--- src/rtl/ssel_pkg.sv ---
package ssel_pkg;
  typedef enum logic {
    SPACE_ROM = 1'b0,
    SPACE_RAM = 1'b1
  } space_e;

  function automatic space_e pick_space(input logic is_fetch,
                                        input logic fetch_copy_rom,
                                        input logic data_is_ram);
    if (is_fetch) return fetch_copy_rom ? SPACE_ROM : SPACE_RAM;
    return data_is_ram ? SPACE_RAM : SPACE_ROM;
  endfunction
endpackage

--- src/rtl/ssel_cc_flags.sv ---
module ssel_cc_flags #(
  parameter int CC_W  = 8,
  parameter int F_BIT = 5,
  parameter int D_BIT = 4
) (
  input  logic            clk,
  input  logic            rst,
  input  logic            set_fetch_ram,
  input  logic            cc_restore,
  input  logic [CC_W-1:0] cc_restore_word,
  output logic            fetch_rom,
  output logic            data_ram,
  output logic            fetch_rom_next
);
  logic data_ram_next;

  // restore outranks the set-to-RAM command
  always_comb begin
    fetch_rom_next = fetch_rom;
    data_ram_next  = data_ram;
    if (cc_restore) begin
      fetch_rom_next = cc_restore_word[F_BIT];
      data_ram_next  = cc_restore_word[D_BIT];
    end else if (set_fetch_ram) begin
      fetch_rom_next = 1'b0;
    end
  end

  always_ff @(posedge clk) begin
    if (rst) begin
      fetch_rom <= 1'b1;
      data_ram  <= 1'b1;
    end else begin
      fetch_rom <= fetch_rom_next;
      data_ram  <= data_ram_next;
    end
  end
endmodule

--- src/rtl/ssel_fetch_latch.sv ---
module ssel_fetch_latch (
  input  logic clk,
  input  logic rst,
  input  logic pc_load_alu,
  input  logic fetch_rom_next,
  output logic copy_rom
);
  always_ff @(posedge clk) begin
    if (rst)              copy_rom <= 1'b1;
    else if (pc_load_alu) copy_rom <= fetch_rom_next;
  end
endmodule

--- src/rtl/ssel_access_reg.sv ---
module ssel_access_reg
  import ssel_pkg::*;
(
  input  logic clk,
  input  logic rst,
  input  logic acc_valid,
  input  logic acc_is_fetch,
  input  logic copy_rom,
  input  logic data_ram,
  output logic space_valid,
  output logic space_ram
);
  space_e sel;

  always_comb sel = pick_space(acc_is_fetch, copy_rom, data_ram);

  always_ff @(posedge clk) begin
    if (rst) begin
      space_valid <= 1'b0;
      space_ram   <= 1'b0;
    end else begin
      space_valid <= acc_valid;
      if (acc_valid) space_ram <= (sel == SPACE_RAM);
    end
  end
endmodule

--- src/rtl/space_selector.sv ---
module space_selector #(
  parameter int CC_W  = 8,
  parameter int F_BIT = 5,
  parameter int D_BIT = 4
) (
  input  logic            clk,
  input  logic            rst,
  input  logic            set_fetch_ram,
  input  logic            cc_restore,
  input  logic [CC_W-1:0] cc_restore_word,
  input  logic            pc_load_alu,
  input  logic            acc_valid,
  input  logic            acc_is_fetch,
  output logic            space_valid,
  output logic            space_ram,
  output logic            flag_fetch_rom,
  output logic            flag_data_ram
);
  logic fetch_next;
  logic copy_rom;

  ssel_cc_flags #(.CC_W(CC_W), .F_BIT(F_BIT), .D_BIT(D_BIT)) u_flags (
    .clk(clk), .rst(rst), .set_fetch_ram(set_fetch_ram),
    .cc_restore(cc_restore), .cc_restore_word(cc_restore_word),
    .fetch_rom(flag_fetch_rom), .data_ram(flag_data_ram),
    .fetch_rom_next(fetch_next)
  );

  ssel_fetch_latch u_latch (
    .clk(clk), .rst(rst), .pc_load_alu(pc_load_alu),
    .fetch_rom_next(fetch_next), .copy_rom(copy_rom)
  );

  ssel_access_reg u_acc (
    .clk(clk), .rst(rst), .acc_valid(acc_valid), .acc_is_fetch(acc_is_fetch),
    .copy_rom(copy_rom), .data_ram(flag_data_ram),
    .space_valid(space_valid), .space_ram(space_ram)
  );
endmodule

--- config.mk ---
export PLATFORM = sky130hd
export DESIGN_NAME = space_selector
export DESIGN_NICKNAME = d
export VERILOG_FILES = /design/src/rtl/ssel_pkg.sv /design/src/rtl/ssel_cc_flags.sv /design/src/rtl/ssel_fetch_latch.sv /design/src/rtl/ssel_access_reg.sv /design/src/rtl/space_selector.sv
export SDC_FILE = /design/constraint.sdc
export NUM_CORES = 1
export LEC_CHECK = 0
export BUFFER_PORTS_ARGS = -buffer_cell sky130_fd_sc_hd__buf_2
export CAP_MARGIN = 40
export CORE_AREA = 10 10 47 49
export CTS_BUF_LIST = sky130_fd_sc_hd__clkbuf_8 sky130_fd_sc_hd__clkbuf_16
export CTS_CLUSTER_SIZE = 8
export DETAILED_ROUTE_END_ITERATION = 7
export DIE_AREA = 0 0 57 59
export SYNTH_ARGS = -nofsm -noshare
export SYNTH_HDL_FRONTEND = slang
export SYNTH_HIERARCHICAL = 1
export SYNTH_SLANG_ARGS = --single-unit
--- constraint.sdc ---
create_clock -name clk -period 1 [get_ports clk]
set_input_delay 0.05 -clock clk [delete_from_list [all_inputs] [get_ports clk]]
set_output_delay 0.05 -clock clk [all_outputs]
set_load 0.05 [all_outputs]
# --- Word-level counts from Yosys, hierarchy flattened ---
# Index checks and enable logic that the tools add are counted.
classes:
  mux: 7
ops:
  columns: ["operator", "count"]
  rows:
  - ["$mux W1", 7]
totals:
  regBits: 5
  input_bits: 15
  output_inout_bits: 4
  wordCells: 12

# --- Longest topological paths before layout ---
# Gate-level depths: netlist (run 1).
logic_depth:
  depth_word: 3
  ltp_mapped: 3
  ltp_nobuf: 3

# --- Cells and area by module ---
# The synthesis (run 1) kept the hierarchy.
by_module_without_submodules:
  columns: ["module", "instances", "cells_per_inst", "area_each_um2", "seq_area_each_um2"]
  rows:
  - ["ssel_access_reg", 1, 7, 80.1, 40.0]
  - ["ssel_cc_flags", 1, 8, 80.1, 40.0]
  - ["ssel_fetch_latch", 1, 3, 35.0, 20.0]

# --- Worst setup path after synthesis (run 1) ---
# OpenSTA, ideal clock, no wires.
synth_path:
  kind: "reg2reg"
  startpoint: "reg u_flags.fetch_rom"
  endpoint: "reg u_latch.copy_rom"
  setup_ns: 0.058
  arrival_ns: 1.166
  t_required_ns: 0.942
  setup_slack_ns: -0.223
  path_stages_with_launch: 4
  n_path_buf: 0
  period_less_slack_ns: 1.223
  path_cell_list: "dfxtp_1 > or3b_1 > nand2_1 > a211o_1"
synth_between:
  elab_chain_cells: 2
synth_lines:
  columns: ["element", "line_no", "text"]
  rows:
  - ["from (decl)", "ssel_cc_flags.sv:11", "output logic fetch_rom,"]
  - ["from (signal assigned)", "ssel_cc_flags.sv:34", "fetch_rom <= fetch_rom_next;"]
  - ["$mux W1", "ssel_cc_flags.sv:24", "end else if (set_fetch_ram) begin"]
  - ["$mux W1", "ssel_cc_flags.sv:21", "if (cc_restore) begin"]
  - ["net fetch_next", "space_selector.sv:19", "logic fetch_next;"]
  - ["to (signal assigned)", "ssel_fetch_latch.sv:10", "else if (pc_load_alu) copy_rom <= fetch_rom_next;"]
  - ["to (decl)", "ssel_fetch_latch.sv:6", "output logic copy_rom"]
# The timed path passes the listed nets, and every way through them passes these cells.
# A chain may end at the register's enable or synchronous reset.

# --- Worst setup path after layout (run 1) ---
# Ends and elaborated chain as after synthesis.

==> results.md, run 1 <==
- The flow ran to the end, and the final reports show no timing, DRC or antenna violations.
- The final weighted congestion of routability-driven global placement is 0.660.
- The max-slew violation count came to 0.
- The number of fillers in the final layout is 160.
- The fraction of final layout cells sized beyond drive strength 1 is 0.618.
- The minimum clock period is 0.930 ns.
- The pre-antenna-repair detailed-routing pass consisted of 4 iterations.
- The top achievable clock speed is 1080 MHz.
- Data on the critical path arrives at its endpoint at 1.10 ns.
- The worst hold path class is in -> reg.
- The total placed instance area is 282 um^2.
- Summed over all cells, the static leakage comes to roughly 0.15 nW.
- The wire length of the first global-routing pass is between 900 and 1000 um.
- The post-layout instance area is 327 um^2.
- The final layout net count is 50.
- The clock passes through at most 2 buffers.
- The number of register bits inferred by synthesis is 5.
- In the post-synthesis netlist, the biggest area contributors are dfxtp_1, nor2b_1, a311oi_2, a211o_2, a211o_1.
- The clock insertion delay at the later pin of the skew report is approximately 0.22 ns.
- The count of cell types in the netlist is 11.
- After synthesis the cells add up to about 200 um^2.
- The setup path with the least slack is of type reg -> reg.
- The x dimension of the die is roughly 57 um.
- The clock tree from TritonCTS is built.
- STA classifies the critical path endpoint as a flip-flop.
- Synthesis produced a netlist whose cell count is 18.
- The total area inside the core boundary comes to about 1400 um^2.
- The worst slew slack as a fraction of its limit is 0.830.
- The total clock sinks is 5.
- The total clock buffers created by CTS is 3.
- In the global route stage, overall resource usage came out at 0.0406.
- The final layout contains routed wiring with a total length of 533 um.
- The number of I/O port buffers is 12.
- The number of levels in the clock H-tree is 1.
- The floorplan has 14 rows.
- The required arrival time at the worst endpoint is 1.17 ns.
- In this run the remaining antenna-violating nets after routing total 0.
- Setup violations remaining at the end of the flow were counted as 0.
- The initial antenna violation count came to 0.
- The overall power of the completed layout is 685 uW.
- The part of the Yosys area used for sequential elements is 0.513.
- The via count of the routed design is 195.
- The clock skew is 0.000267 ns.
- The transition at the pin with the smallest max-transition slack is 0.257 ns.
- The number of hold violations in the final report is 0.
- The buffers inserted during post-CTS setup optimization is 0.
- The cell at the root of the clock tree is clkbuf_8.
- 0 antenna diodes ended up in the layout.
- For this configuration, the core starts out at a cell density of 0.139.
- The clock transition at the registers of the reported paths is 0.03 ns.
- Of the post-synthesis cell area, the dominant cell type holds 0.513.
- The post-synthesis cell type with the largest combined area is dfxtp_1.
- The largest net degree at the start of global routing is 6.
- Setup repair after global routing left no endpoint under its margin.
- Once the clock tree was built, the resizer swapped 0 gates to a different size.
- The number of nets in the synthesized netlist is 33.
- The highest ir drop seen on vdd is 0.571 mV.
- Using the TritonRoute via totals, the vias-per-cell ratio works out to 3.90.
- The average instance area after synthesis is between 10 and 15 um^2.
- Across the run, the number of max-cap violations was 0.
- The die area is about 3400 um^2.
- The routed length per instance is between 10 and 15 um.
- In the finished design, the share of the clock period the worst path needs comes to 0.930.
- The yosys synthesis warning count is 6.
- 19 I/O pins were placed.
- For this block, the initial DRC count from the detailed router was 1.
- The DRC violation count after routing is 0.
- The power per cell area is around 2100 nW/um^2.
- In this run the vertical extent of the chip is 59 um.
- The number of global-route vias before repair is 228.
- The startpoint type of the worst setup path is a flip-flop.
- The growth of design area from synthesis to finish is 67.3%.
- Along the worst path, the maximum fanout reaches 2.
- The post-cts hold buffer count is 0.
- After global routing the overflow that remains totals 0.
## worst max-delay path: stages, from the launching register on
cell     delay (ns)
dfxtp_4        0.33
or3b_1         0.35
nand2_1        0.08
a211o_1        0.11
## cells by family after synthesis
| family | Yosys count | synth area share |
|---|---|---|
| AOI/OAI and AO/OA | 3 | 0.173 |
| and+or+nand+nor | 10 | 0.314 |
| DFF | 5 | 0.513 |
## synth_stat cells
cell      count
a211o_2       1
dfxtp_1       5
nor2b_1       3
nand2_1       2
nand2b_1      1
or3b_1        1
nor2_1        1
nand3b_1      1
a211o_1       1
nand2b_2      1
a311oi_2      1
## layout by cell type (no fill, tap or decap), drive strengths merged
| master | count |
|---|---|
| a211o | 2 |
| a311oi | 1 |
| buf | 12 |
| clkbuf | 3 |
| dfxtp | 5 |
| inv | 1 |
| nand2 | 2 |
| nand2b | 2 |
| nand3b | 1 |
| nor2 | 1 |
| nor2b | 3 |
| or3b | 1 |
## path summary, 6_finish.rpt
check                      from               end  slack [ns]  cells after the start
min reg2reg    u_flags/data_ram   u_acc/space_ram        0.50                      2
min          cc_restore_word[4]  u_flags/data_ram        0.04                      2
max reg2reg   u_flags/fetch_rom  u_latch/copy_rom        0.07                      3
max           u_flags/fetch_rom  u_latch/copy_rom        0.07                      3
## final cells by class
type | count | area [um^2] | share of cell area
Sequential cell | 5 | 106 | 0.326
Multi-Input combinational cell | 13 | 95.1 | 0.291
Timing Repair Buffer | 12 | 60.1 | 0.184
Clock buffer | 3 | 41.3 | 0.126
Tap cell | 16 | 20.0 | 0.0613
Clock inverter | 1 | 3.75 | 0.0115
## power breakdown
part | internal, mW | leakage, nW | switching (mW)
registers | 0.216 | 0.0420 | 0.00617
logic | 0.0374 | 0.0831 | 0.0644
clock network | 0.263 | 0.0269 | 0.0981
total | 0.516 | 0.152 | 0.169
## registers in the layout, indices dropped and copies added, names as in the netlist
register           cells
u_flags/fetch_rom      1
u_acc/space_ram        1
u_flags/data_ram       1
u_latch/copy_rom       1
u_acc/space_valid      1
## layer usage
metal	global-route usage	routed length, um
met5	0	0
met4	0.0403	21
met3	0.0494	79
met2	0.0481	206
met1	0.0331	225
## per-stage QoR
step	utilization	hold WS (ns)	TNS (ns)	instances	worst slack, ns
2_1_floorplan	-	0.110	-0.00460	18	-0.00460
3_3_place_gp	0.201	0.261	0	46	0.0749
3_5_place_dp	0.201	0.266	0	46	0.0658
4_1_cts	0.233	0.0388	0	50	0.0607
5_1_grt	0.233	0.0444	0	50	0.0269
6_report	0.233	0.0417	0	50	0.0699
Power figures use the tool's default switching activity.
==> run 2: changes to the inputs <==
--- a/config.mk
+++ b/config.mk
@@ -8,7 +8,6 @@
 export BUFFER_PORTS_ARGS = -buffer_cell sky130_fd_sc_hd__buf_2
 export CAP_MARGIN = 40
 export CORE_AREA = 10 10 47 49
-export CTS_BUF_LIST = sky130_fd_sc_hd__clkbuf_8 sky130_fd_sc_hd__clkbuf_16
 export CTS_CLUSTER_SIZE = 8
 export DETAILED_ROUTE_END_ITERATION = 7
 export DIE_AREA = 0 0 57 59
==> constraint.sdc (replaced) <==
create_clock -name clk -period 1 [get_ports clk]
set_input_delay 0.2 -clock clk [delete_from_list [all_inputs] [get_ports clk]]
set_output_delay 0.2 -clock clk [all_outputs]
set_load 0.05 [all_outputs]
==> run 2 against run 1 <==
Effect of this change: non-clock buffer count is the same; clock-buffer cell count grew 1; cell area shrank 1.5%; clock skew is essentially flat; critical path type is now reg -> out; utilization shrank 0.36 points; critical path depth shrank 2; sequential power is essentially flat; worst setup slack lost 0.030 ns; sequential cell count is the same.
==> results.md, run 2 (synthesis results as in run 1) <==
- The run finished with clean final reports.
- The required arrival time at the worst endpoint is 0.80 ns (-0.37 ns).
- The overall power of the completed layout is 564 uW (-18%).
- The overall routing resource usage is 0.0380 (-0.00259).
- The worst path buffer plus inverter count is 1 (+1).
- The total clock buffers created by CTS was 3 (unchanged).
- Relative to the synthesized area, the layout overhead comes to 64.7%.
- The clock tree from TritonCTS is built.
- The fraction of the core area covered by cells at the end of the flow came to 0.229 (-0.00357).
- In this run the worst hold path is classified as in -> reg.
- The slowest library cell on the worst path is dfxtp_4.
- The number of antenna repair diodes is 0 (unchanged).
- The number of hold violations in the final report is 0 (unchanged).
- The leakage power figure came to 0.145 nW (-4.6%).
- Leaving out fill and tap cells, the most frequent cells in the layout are buf_2, clkbuf_4, buf_4, nor2b_1.
- The final layout net count is 50 (unchanged).
- The number of I/O port buffers is 12 (unchanged).
- The core region area was 1400 um^2 (unchanged).
- The number of setup violations in the final report is 0 (unchanged).
- The number of levels in the clock H-tree is 1 (unchanged).
- The most common cell after layout, fill and taps aside is buf_2.
- The number of max-cap violations is 0 (unchanged).
- The floorplan row count is 14 (unchanged).
- On the critical path the largest part of the delay comes from flip-flops.
- The height of the die came to 59 um (unchanged).
- The power per cell area is 1750 nW/um^2 (-16%).
- The final antenna-violating net count is 0 (unchanged).
- The transition at the pin with the smallest max-transition slack is 0.173 ns (-0.0840 ns).
- The minimum clock period is 0.960 ns (+0.0295 ns).
- The buffers inserted during post-CTS setup optimization is 0 (unchanged).
- The via count of the routed design was 190 (-2.6%).
- The worst slew slack as a fraction of its limit came to 0.885 (+0.0548).
- The ratio of final minimum period to clock period is 0.960 (+0.0295).
- The initial antenna violation count was 0 (unchanged).
- The largest net degree at the start of global routing is 6 (unchanged).
- The delay of the slowest cell on the worst path is 0.33 ns (-0.02 ns).
- The path type of the worst setup path is reg -> out.
- The die area is 3360 um^2 (unchanged).
- The top achievable clock speed is 1040 MHz (-3.1%).
- The post-layout instance area is 322 um^2 (-1.5%).
- The violation count after the first detailed-route iteration is 0 (-1).
- The clock insertion delay at the later pin of the skew report came to 0.24 ns (+0.02 ns).
- The average vias per placed instance was 3.80 (-2.6%).
- The total placed instance area is 282 um^2 (unchanged).
- The worst setup path is launched from a flip-flop.
- The final global-route overflow total is 0 (unchanged).
- The starting density of the core is 0.139 (unchanged).
- The highest ir drop seen on vdd is 0.685 mV (+20%).
- The sort of element at the end of the critical path is a primary output.
- The cell at the root of the clock tree is clkbuf_4.
- The iteration count of the initial detailed-routing pass came to 1 (-3).
- The post-cts hold buffer count is 0 (unchanged).
- The final weighted congestion of routability-driven global placement came to 0.660 (unchanged).
- The max-slew violation count is 0 (unchanged).
- The wire length of the first global-routing pass was 897 um (-2.9%).
- The number of fillers in the final layout is 158 (-1.3%).
- The number of global-route vias before repair is 225 (-1.3%).
- The clock skew was 0.000427 ns (+0.000160 ns).
- The signal on the critical path passes through buf_4.
- The x dimension of the die is 57 um (unchanged).
- The arrival time at the worst endpoint came to 0.76 ns (-0.34 ns).
- The total clock sinks is 5 (unchanged).
- The maximum fanout count along the critical path was 2 (unchanged).
- The fraction of final layout cells sized beyond drive strength 1 was 0.618 (unchanged).
- The total I/O pin count is 19 (unchanged).
- The routed length per instance came to 10.6 um (-0.56%).
- The total length of routed wires came to 530 um (-0.56%).
- The clock transition at the registers of the reported paths is 0.04 ns (about the same).
- Setup repair after global routing left no endpoint under its margin.
- The DRC violation count after routing is 0 (unchanged).
- The buffer levels on the longest clock path was 2 (unchanged).
==> run 2: cell types whose count changed in the layout (fill, tap and decap cells not counted), sizes merged <==
cell / previous run / this run
clkbuf: 3 / 4
inv: 1 / 0
==> run 2: metal layers <==
metal  track usage  wire length [um]  up-vias
met3        0.0494                81        2
met5             0                 0        -
li1              -                 -       96
met4        0.0201                 8        0
met1        0.0331               222       82
met2        0.0481               218       10
==> run 2: report_power, final <==
group	total [mW]	switching, mW	internal [mW]
clock	0.231	0.0805	0.151
combinational	0.110	0.0642	0.0455
sequential	0.223	0.00748	0.215
total	0.564	0.152	0.412
==> run 2: worst paths after layout <==
kind | from | slack [ns] | cells past startpoint | end
setup reg to reg | u_flags/fetch_rom | 0.07 | 3 | u_latch/copy_rom
hold / removal | cc_restore_word[4] | 0.17 | 2 | u_flags/data_ram
hold reg to reg | u_flags/data_ram | 0.52 | 2 | u_acc/space_ram
setup / recovery | u_flags/fetch_rom | 0.04 | 1 | flag_fetch_rom
==> run 2: per-stage QoR <==
| step | std cells | setup WS (ns) | TNS, ns | hold slack, ns |
|---|---|---|---|---|
| 5_1_grt | 50 | 0.00223 | 0 | 0.161 |
| 3_3_place_gp | 46 | 0.0397 | 0 | 0.411 |
| 3_5_place_dp | 46 | 0.0311 | 0 | 0.416 |
| 2_1_floorplan | 18 | -0.00460 | -0.00460 | 0.260 |
| 6_report | 50 | 0.0404 | 0 | 0.171 |
| 4_1_cts | 50 | 0.00556 | 0 | 0.163 |
==> run 2: area by class of cell <==
| type | instances | area, um^2 | share of cell area |
|---|---|---|---|
| multi-input cells | 13 | 95.1 | 0.296 |
| repair buffers | 12 | 73.8 | 0.230 |
| flip-flops and latches | 5 | 106 | 0.331 |
| well taps | 16 | 20.0 | 0.0623 |
| clock buffers | 4 | 26.3 | 0.0817 |
==> run 2: what timing repair did <==
action	CTS	global route
gates resized for setup	4	1
setup endpoints to repair	4	1
gates cloned	0	0
pin swaps	0	0
